File: config.mk
export PLATFORM = sky130hd
export DESIGN_NAME = fft_ctl
export DESIGN_NICKNAME = d
export VERILOG_FILES = /design/src/rtl/fft_ctl_pkg.sv /design/src/rtl/fft_ctl_seq.sv /design/src/rtl/fft_ctl_agen.sv /design/src/rtl/fft_ctl_wpipe.sv /design/src/rtl/fft_ctl_bitrev.sv /design/src/rtl/fft_ctl.sv
export SDC_FILE = /design/constraint.sdc
export NUM_CORES = 1
export LEC_CHECK = 0
export BUFFER_PORTS_ARGS = -buffer_cell sky130_fd_sc_hd__buf_4
export CORE_ASPECT_RATIO = 0.9
export CORE_MARGIN = 4
export CORE_UTILIZATION = 30
export DETAILED_ROUTE_END_ITERATION = 16
export GPL_TIMING_DRIVEN = 0
export PLACE_DENSITY = 0.5
export SETUP_SLACK_MARGIN = 0.2
export SYNTH_ARGS = -nofsm -noshare
export SYNTH_HDL_FRONTEND = slang
export SYNTH_SLANG_ARGS = --single-unit
File: constraint.sdc
create_clock -name clk -period 4.32 [get_ports clk]
set_input_delay 0.432 -clock clk [delete_from_list [all_inputs] [get_ports clk]]
set_output_delay 0.432 -clock clk [all_outputs]
set_load 0.02 [all_outputs]
File: src/rtl/fft_ctl_pkg.sv
package fft_ctl_pkg;
   typedef enum logic [1:0] {
      ST_IDLE  = 2'd0,
      ST_RUN   = 2'd1,
      ST_DRAIN = 2'd2,
      ST_FIN   = 2'd3
   } seq_state_e;
endpackage

File: src/rtl/fft_ctl_seq.sv
module fft_ctl_seq
   import fft_ctl_pkg::*;
#(
   parameter int MAX_LOG2 = 10,
   parameter int MIN_LOG2 = 7,
   parameter int LSEL_W   = 2,
   parameter int PIPE_LAT = 3,
   localparam int STG_W   = $clog2(MAX_LOG2 + 1),
   localparam int HALF_W  = MAX_LOG2 - 1
) (
   input  logic              clk,
   input  logic              rst_n,
   input  logic              start,
   input  logic [LSEL_W-1:0] len_sel,
   input  logic              prec_sel,
   output seq_state_e        state,
   output logic [STG_W-1:0]  stage,
   output logic [HALF_W-1:0] bfly,
   output logic [STG_W-1:0]  log2n,
   output logic              prec
);
   localparam int LAT_W = (PIPE_LAT < 2) ? 1 : $clog2(PIPE_LAT);

   seq_state_e        st_q;
   logic [STG_W-1:0]  stage_q;
   logic [HALF_W-1:0] k_q;
   logic [STG_W-1:0]  log2n_q;
   logic              prec_q;
   logic [LAT_W-1:0]  dcnt_q;

   logic [HALF_W-1:0] k_lim;
   logic              k_last;
   logic              stage_last;
   logic              drain_end;

   always_comb begin
      k_lim      = ~({HALF_W{1'b1}} << (log2n_q - STG_W'(1)));
      k_last     = (k_q == k_lim);
      stage_last = (stage_q == (log2n_q - STG_W'(1)));
      drain_end  = (dcnt_q == LAT_W'(PIPE_LAT - 1));
   end

   always_ff @(posedge clk or negedge rst_n) begin
      if (!rst_n) begin
         st_q    <= ST_IDLE;
         stage_q <= '0;
         k_q     <= '0;
         log2n_q <= STG_W'(MIN_LOG2);
         prec_q  <= 1'b0;
         dcnt_q  <= '0;
      end else begin
         unique case (st_q)
            ST_IDLE: begin
               if (start) begin
                  log2n_q <= STG_W'(MIN_LOG2) + STG_W'(len_sel);
                  prec_q  <= prec_sel;
                  stage_q <= '0;
                  k_q     <= '0;
                  st_q    <= ST_RUN;
               end
            end
            ST_RUN: begin
               if (k_last) begin
                  dcnt_q <= '0;
                  st_q   <= ST_DRAIN;
               end else begin
                  k_q <= k_q + HALF_W'(1);
               end
            end
            ST_DRAIN: begin
               if (drain_end) begin
                  if (stage_last) begin
                     st_q <= ST_FIN;
                  end else begin
                     stage_q <= stage_q + STG_W'(1);
                     k_q     <= '0;
                     st_q    <= ST_RUN;
                  end
               end else begin
                  dcnt_q <= dcnt_q + LAT_W'(1);
               end
            end
            ST_FIN: begin
               st_q <= ST_IDLE;
            end
            default: st_q <= ST_IDLE;
         endcase
      end
   end

   assign state = st_q;
   assign stage = stage_q;
   assign bfly  = k_q;
   assign log2n = log2n_q;
   assign prec  = prec_q;
endmodule

File: src/rtl/fft_ctl_agen.sv
module fft_ctl_agen #(
   parameter int MAX_LOG2 = 10,
   localparam int STG_W   = $clog2(MAX_LOG2 + 1),
   localparam int HALF_W  = MAX_LOG2 - 1
) (
   input  logic [STG_W-1:0]    stage,
   input  logic [STG_W-1:0]    log2n,
   input  logic [HALF_W-1:0]   bfly,
   output logic [MAX_LOG2-1:0] addr_a,
   output logic [MAX_LOG2-1:0] addr_b,
   output logic [HALF_W-1:0]   twiddle
);
   logic [MAX_LOG2-1:0] k_ext;
   logic [MAX_LOG2-1:0] spread;
   logic [MAX_LOG2-1:0] part_bit;
   logic [MAX_LOG2-1:0] len_mask;
   logic [HALF_W-1:0]   low_bits;
   logic [STG_W-1:0]    tw_shift;

   assign k_ext = {1'b0, bfly};

   // Each address bit takes the counter bit at or one below its position,
   // with a zero opened at the stage position.
   for (genvar b = 0; b < MAX_LOG2; b++) begin : g_bit
      if (b == 0) begin : g_lsb
         assign spread[b] = (stage > STG_W'(b)) ? k_ext[b] : 1'b0;
      end else begin : g_up
         assign spread[b] = (stage > STG_W'(b))  ? k_ext[b]   :
                            (stage == STG_W'(b)) ? 1'b0       : k_ext[b-1];
      end
   end

   always_comb begin
      part_bit = MAX_LOG2'(1) << stage;
      len_mask = ~({MAX_LOG2{1'b1}} << log2n);
      addr_a   = spread & len_mask;
      addr_b   = (spread ^ part_bit) & len_mask;
      low_bits = addr_a[HALF_W-1:0] & (part_bit[HALF_W-1:0] - HALF_W'(1));
      tw_shift = log2n - STG_W'(1) - stage;
      twiddle  = low_bits << tw_shift;
   end
endmodule

File: src/rtl/fft_ctl_wpipe.sv
module fft_ctl_wpipe #(
   parameter int W     = 20,
   parameter int DEPTH = 3
) (
   input  logic         clk,
   input  logic         rst_n,
   input  logic         in_valid,
   input  logic [W-1:0] in_data,
   output logic         out_valid,
   output logic [W-1:0] out_data
);
   logic         v_q [DEPTH];
   logic [W-1:0] d_q [DEPTH];

   for (genvar i = 0; i < DEPTH; i++) begin : g_tap
      logic         v_in;
      logic [W-1:0] d_in;
      if (i == 0) begin : g_head
         assign v_in = in_valid;
         assign d_in = in_data;
      end else begin : g_body
         assign v_in = v_q[i-1];
         assign d_in = d_q[i-1];
      end
      always_ff @(posedge clk or negedge rst_n) begin
         if (!rst_n) begin
            v_q[i] <= 1'b0;
            d_q[i] <= '0;
         end else begin
            v_q[i] <= v_in;
            d_q[i] <= d_in;
         end
      end
   end

   assign out_valid = v_q[DEPTH-1];
   assign out_data  = d_q[DEPTH-1];
endmodule

File: src/rtl/fft_ctl_bitrev.sv
module fft_ctl_bitrev #(
   parameter int MAX_LOG2 = 10,
   parameter int MIN_LOG2 = 7,
   parameter int LSEL_W   = 2,
   localparam int STG_W   = $clog2(MAX_LOG2 + 1)
) (
   input  logic [LSEL_W-1:0]   len_sel,
   input  logic [MAX_LOG2-1:0] idx,
   output logic [MAX_LOG2-1:0] addr
);
   logic [STG_W-1:0]    nbits;
   logic [STG_W-1:0]    gap;
   logic [MAX_LOG2-1:0] kept;
   logic [MAX_LOG2-1:0] rev;

   always_comb begin
      nbits = STG_W'(MIN_LOG2) + STG_W'(len_sel);
      gap   = STG_W'(MAX_LOG2) - nbits;
      kept  = idx & ~({MAX_LOG2{1'b1}} << nbits);
   end

   for (genvar b = 0; b < MAX_LOG2; b++) begin : g_rev
      assign rev[b] = kept[MAX_LOG2-1-b];
   end

   assign addr = rev >> gap;
endmodule

File: src/rtl/fft_ctl.sv
module fft_ctl
   import fft_ctl_pkg::*;
#(
   parameter int MAX_LOG2 = 10,
   parameter int MIN_LOG2 = 7,
   parameter int LSEL_W   = 2,
   parameter int PIPE_LAT = 3,
   localparam int ADDR_W  = MAX_LOG2,
   localparam int HALF_W  = MAX_LOG2 - 1,
   localparam int STG_W   = $clog2(MAX_LOG2 + 1)
) (
   input  logic              clk,
   input  logic              rst_n,
   input  logic              start,
   input  logic [LSEL_W-1:0] len_sel,
   input  logic              prec_sel,
   input  logic [ADDR_W-1:0] load_idx,
   output logic [ADDR_W-1:0] load_addr,
   output logic [ADDR_W-1:0] rd_addr_a,
   output logic [ADDR_W-1:0] rd_addr_b,
   output logic [HALF_W-1:0] twiddle_idx,
   output logic              bfly_valid,
   output logic [ADDR_W-1:0] wr_addr_a,
   output logic [ADDR_W-1:0] wr_addr_b,
   output logic              wr_valid,
   output logic [STG_W-1:0]  stage_num,
   output logic [HALF_W-1:0] bfly_num,
   output logic              prec_8b,
   output logic              busy,
   output logic              done
);
   if (MAX_LOG2 - MIN_LOG2 + 1 != (1 << LSEL_W)) begin : g_bad_range
      $error("length select width does not cover the length range");
   end
   if (PIPE_LAT < 1) begin : g_bad_lat
      $error("datapath latency must be at least one cycle");
   end
   if (MIN_LOG2 < 2) begin : g_bad_min
      $error("shortest transform must have at least two stages");
   end

   seq_state_e       state;
   logic [STG_W-1:0] log2n;
   logic [2*ADDR_W-1:0] wdata;

   fft_ctl_seq #(
      .MAX_LOG2(MAX_LOG2), .MIN_LOG2(MIN_LOG2),
      .LSEL_W(LSEL_W), .PIPE_LAT(PIPE_LAT)
   ) u_seq (
      .clk(clk), .rst_n(rst_n), .start(start), .len_sel(len_sel),
      .prec_sel(prec_sel), .state(state), .stage(stage_num),
      .bfly(bfly_num), .log2n(log2n), .prec(prec_8b)
   );

   fft_ctl_agen #(.MAX_LOG2(MAX_LOG2)) u_agen (
      .stage(stage_num), .log2n(log2n), .bfly(bfly_num),
      .addr_a(rd_addr_a), .addr_b(rd_addr_b), .twiddle(twiddle_idx)
   );

   fft_ctl_wpipe #(.W(2*ADDR_W), .DEPTH(PIPE_LAT)) u_wpipe (
      .clk(clk), .rst_n(rst_n), .in_valid(bfly_valid),
      .in_data({rd_addr_a, rd_addr_b}),
      .out_valid(wr_valid), .out_data(wdata)
   );

   fft_ctl_bitrev #(
      .MAX_LOG2(MAX_LOG2), .MIN_LOG2(MIN_LOG2), .LSEL_W(LSEL_W)
   ) u_bitrev (
      .len_sel(len_sel), .idx(load_idx), .addr(load_addr)
   );

   assign wr_addr_a  = wdata[2*ADDR_W-1:ADDR_W];
   assign wr_addr_b  = wdata[ADDR_W-1:0];
   assign bfly_valid = (state == ST_RUN);
   assign busy       = (state != ST_IDLE);
   assign done       = (state == ST_FIN);
endmodule

==> run_results.csv <==
group,metric,value,unit
hold_path,min_path_type,"in2async",
cts,htreeDepth,3,
final_layout,area_growth,27.1,%
drt,drtAntennaViolNets,0,
flow_run,maxCapViolCount,0,
yosys,ys_seq_area_share,44.9,%
drt,totalWireLength,12500,um
drt,wl_per_cell,16.0,um
global_routing,grt_overflow_total,0,
die,start_util,30.7,%
yosys,synth_area_leaders,"dfrtp_1 (43%), ha_1 (7.1%), nand2_1 (3.3%)",
drt,viasPerCell,4.85,
drt,drc,0,
die,dieHeight,127,um
setup_path,start_kind,"flop",
setup_path,path_buf_inv,5,
cts,post_cts_buffers,0,
yosys,async_reset_ff_share,100,%
placement,port_buffers,92,
die,die_w,141,um
yosys,avgSynthCellArea,9.98,um^2
cts,clockRootBuffer,"clkbuf_16",
yosys,synth_top_area_share,43.2,%
setup_path,crit_arrival,3.44,ns
final_layout,layout_common_cells,"buf_4 (92), dfrtp_1 (82), nand2_1 (42)",
cts,cts_buffers,9,
timing,tightest_slew,1.02,ns
timing,rsz0062_at_grt,"true",
setup_path,critPathSlowestCell,"dfstp_2",
yosys,syn_nets,520,
power_and_ir_drop,power_density,289,nW/um^2
power_and_ir_drop,p_leak,2.89,nW
setup_path,path_cells,"buf_6, inv_1, ha_1, ha_1, clkbuf_2, inv_1, ha_1, xor2_1, mux2_2, o31ai_1, buf_4",
timing,final.min_clock_period,3.87,ns
cts,cts_buffer_depth,2,
power_and_ir_drop,ir_worst_vdd,0.000295,V
yosys,ys_ff_latch,85,
placement,dp_cells,770,
global_routing,track_usage,14.5,%
die,ioPinCount,93,
die,rows,43,
global_routing,grt_max_degree,86,
yosys,ys.flop_type,"dfrtp_1",
setup_path,slowest_delay,0.54,ns
final_layout,n_antenna_cell,0,
placement,dp_hpwl,9580,um
timing,slew_headroom,32.0,%
cts,clk_latency,0.35,ns
setup_path,critPathTopFamily,"adder cells",
timing,setup_viol,0,
yosys,syn_area,4750,um^2
drt,vias,3806,
die,core_region_area,15500,um^2
final_layout,final_common_cell,"buf_4",
yosys,ys_warn_count,0,
cts,cts.sinks,85,
die,dieArea,17900,um^2
yosys,synthCells,476,
timing,max_freq,258,MHz
cts,clk_pin_slew,0.07,ns
yosys,netlist-cell-type-count,71,
final_layout,final_util,39.0,%
cts,cts_tree,"built",
final_layout,layout.cells.non_filler,785,
final_layout,fin_nets,622,
yosys,yosys.area.top_type,"dfrtp_1",
drt,drt_iter0_drc,216,
setup_path,critPathMostFrequentCell,"ha_1",
global_routing,grt_pass1_wl,20400,um
setup_path,path_class,"reg2out",
drt,dr.pass1.iters,4,
setup_path,critPathMaxFanout,9,
placement,routabilityCongestion,0.879,
timing,fin_crit_sh,89.7,%
global_routing,antenna_found_initial,0,
setup_path,endpoint_kind,"output pin",
status,outcome,"finished clean",
timing,final.setup_skew,0.00608,ns
timing,setup_tns,0,ns
timing,holdWs,0.273,ns
timing,finalWorstSetupSlack,0.447,ns
yosys,synth_edf_count,0,
final_layout,drive_gt1_share,25.9,%
global_routing,grt_pass1_vias,3725,
timing,slew_violations,0,
timing,hold_viol,0,
setup_path,required,3.89,ns
placement,dpl_worst_slack,0.289,ns
[layout make-up]
| cell class | count | area, um^2 |
|---|---|---|
| Clock buffer | 9 | 225 |
| Tap cell | 202 | 253 |
| Fill cell | 1585 | 9460 |
| Clock inverter | 7 | 104 |
| Multi-Input combinational cell | 335 | 2390 |
| Sequential cell | 85 | 2130 |
| Buffer | 30 | 146 |
| Timing Repair Buffer | 92 | 691 |
| Inverter | 25 | 93.8 |
[cells by family (layout without fill, tap and decap cells)]
group / after synthesis / count (layout) / synth area share (%)
AOI/OAI and AO/OA: 101 / 101 / 14.6
xor gates and xnor gates: 15 / 15 / 2.77
adders and majority gates: 28 / 28 / 7.53
buffers and inverters: 56 / 163 / 5.03
DFF: 85 / 85 / 44.9
muxes: 25 / 25 / 7.03
and+or+nand+nor: 166 / 166 / 18.2
[registers in the layout, summed over array words and instances, names as in the netlist]
signal,cells
u_seq.bfly,9
u_seq.prec,1
u_wpipe.g_tap.d_in,40
u_wpipe.out_valid,1
u_seq.dcnt_q,2
u_seq.stage,4
u_seq.log2n,4
u_wpipe.out_data,20
u_seq.state,2
u_wpipe.g_tap.v_in,2
[power breakdown]
group | switching (W) | internal (W)
Sequential | 0 | 0.000796
Combinational | 0.0000609 | 0.0000461
Clock | 0.000329 | 0.000514
Total | 0.000390 | 0.00136
[cell usage after synthesis, types with 6 or more instances]
cell type / instances
nor2b_1: 13
mux2i_1: 12
xnor2_1: 8
nand2b_1: 9
mux2_2: 7
mux4_2: 6
dfrtp_1: 82
inv_1: 25
a21oi_1: 24
ha_1: 27
and2_1: 12
nor2_1: 37
nor3_1: 15
xor2_1: 7
o21ai_0: 21
clkbuf_1: 22
nand2_1: 42
nand3_1: 11
[through the flow]
| stage | total power, W | cell area, um^2 |
|---|---|---|
| global route | 0.00182 | 6040 |
| CTS | 0.00178 | 6030 |
| global placement | 0.000919 | 5690 |
| finish | 0.00175 | 6040 |
| floorplan | 0.000867 | 4750 |
| detailed placement | 0.000920 | 5690 |
[per-layer routing]
layer / routed length (um) / up-vias / track usage, % / share of wire, %
met4: 218 / 0 / 4.50 / 1.7
met1: 5750 / 1823 / 19.1 / 46
li1: - / 1860 / - / -
met2: 5780 / 108 / 22.9 / 46
met5: 0 / - / 0 / 0
met3: 781 / 15 / 4.57 / 6.2
[what timing repair did]
action                                  CTS  global route
hold buffers                              0             0
pin swaps                                 0             0
endpoints found under the setup margin    8             7
endpoints found under the hold margin     0             0
resized for setup                         2             8
[final timing paths]
kind                                              to  slack (ns)  cells after the start                       from
setup / recovery                      twiddle_idx[5]        0.45                     11             u_seq.log2n[1]
setup reg to reg                       u_seq.bfly[1]        0.89                     14             u_seq.log2n[1]
hold / removal              u_wpipe.g_tap[1].d_in[4]        0.27                      1                      rst_n
hold reg to reg            u_wpipe.g_tap[2].d_in[17]        0.34                      0  u_wpipe.g_tap[1].d_in[17]
min in group clk                          u_seq.prec        0.32                      2                   prec_sel
max in group asynchronous            u_seq.dcnt_q[0]        3.40                      1                      rst_n
Note: power is estimated with default switching activity, not from simulation.
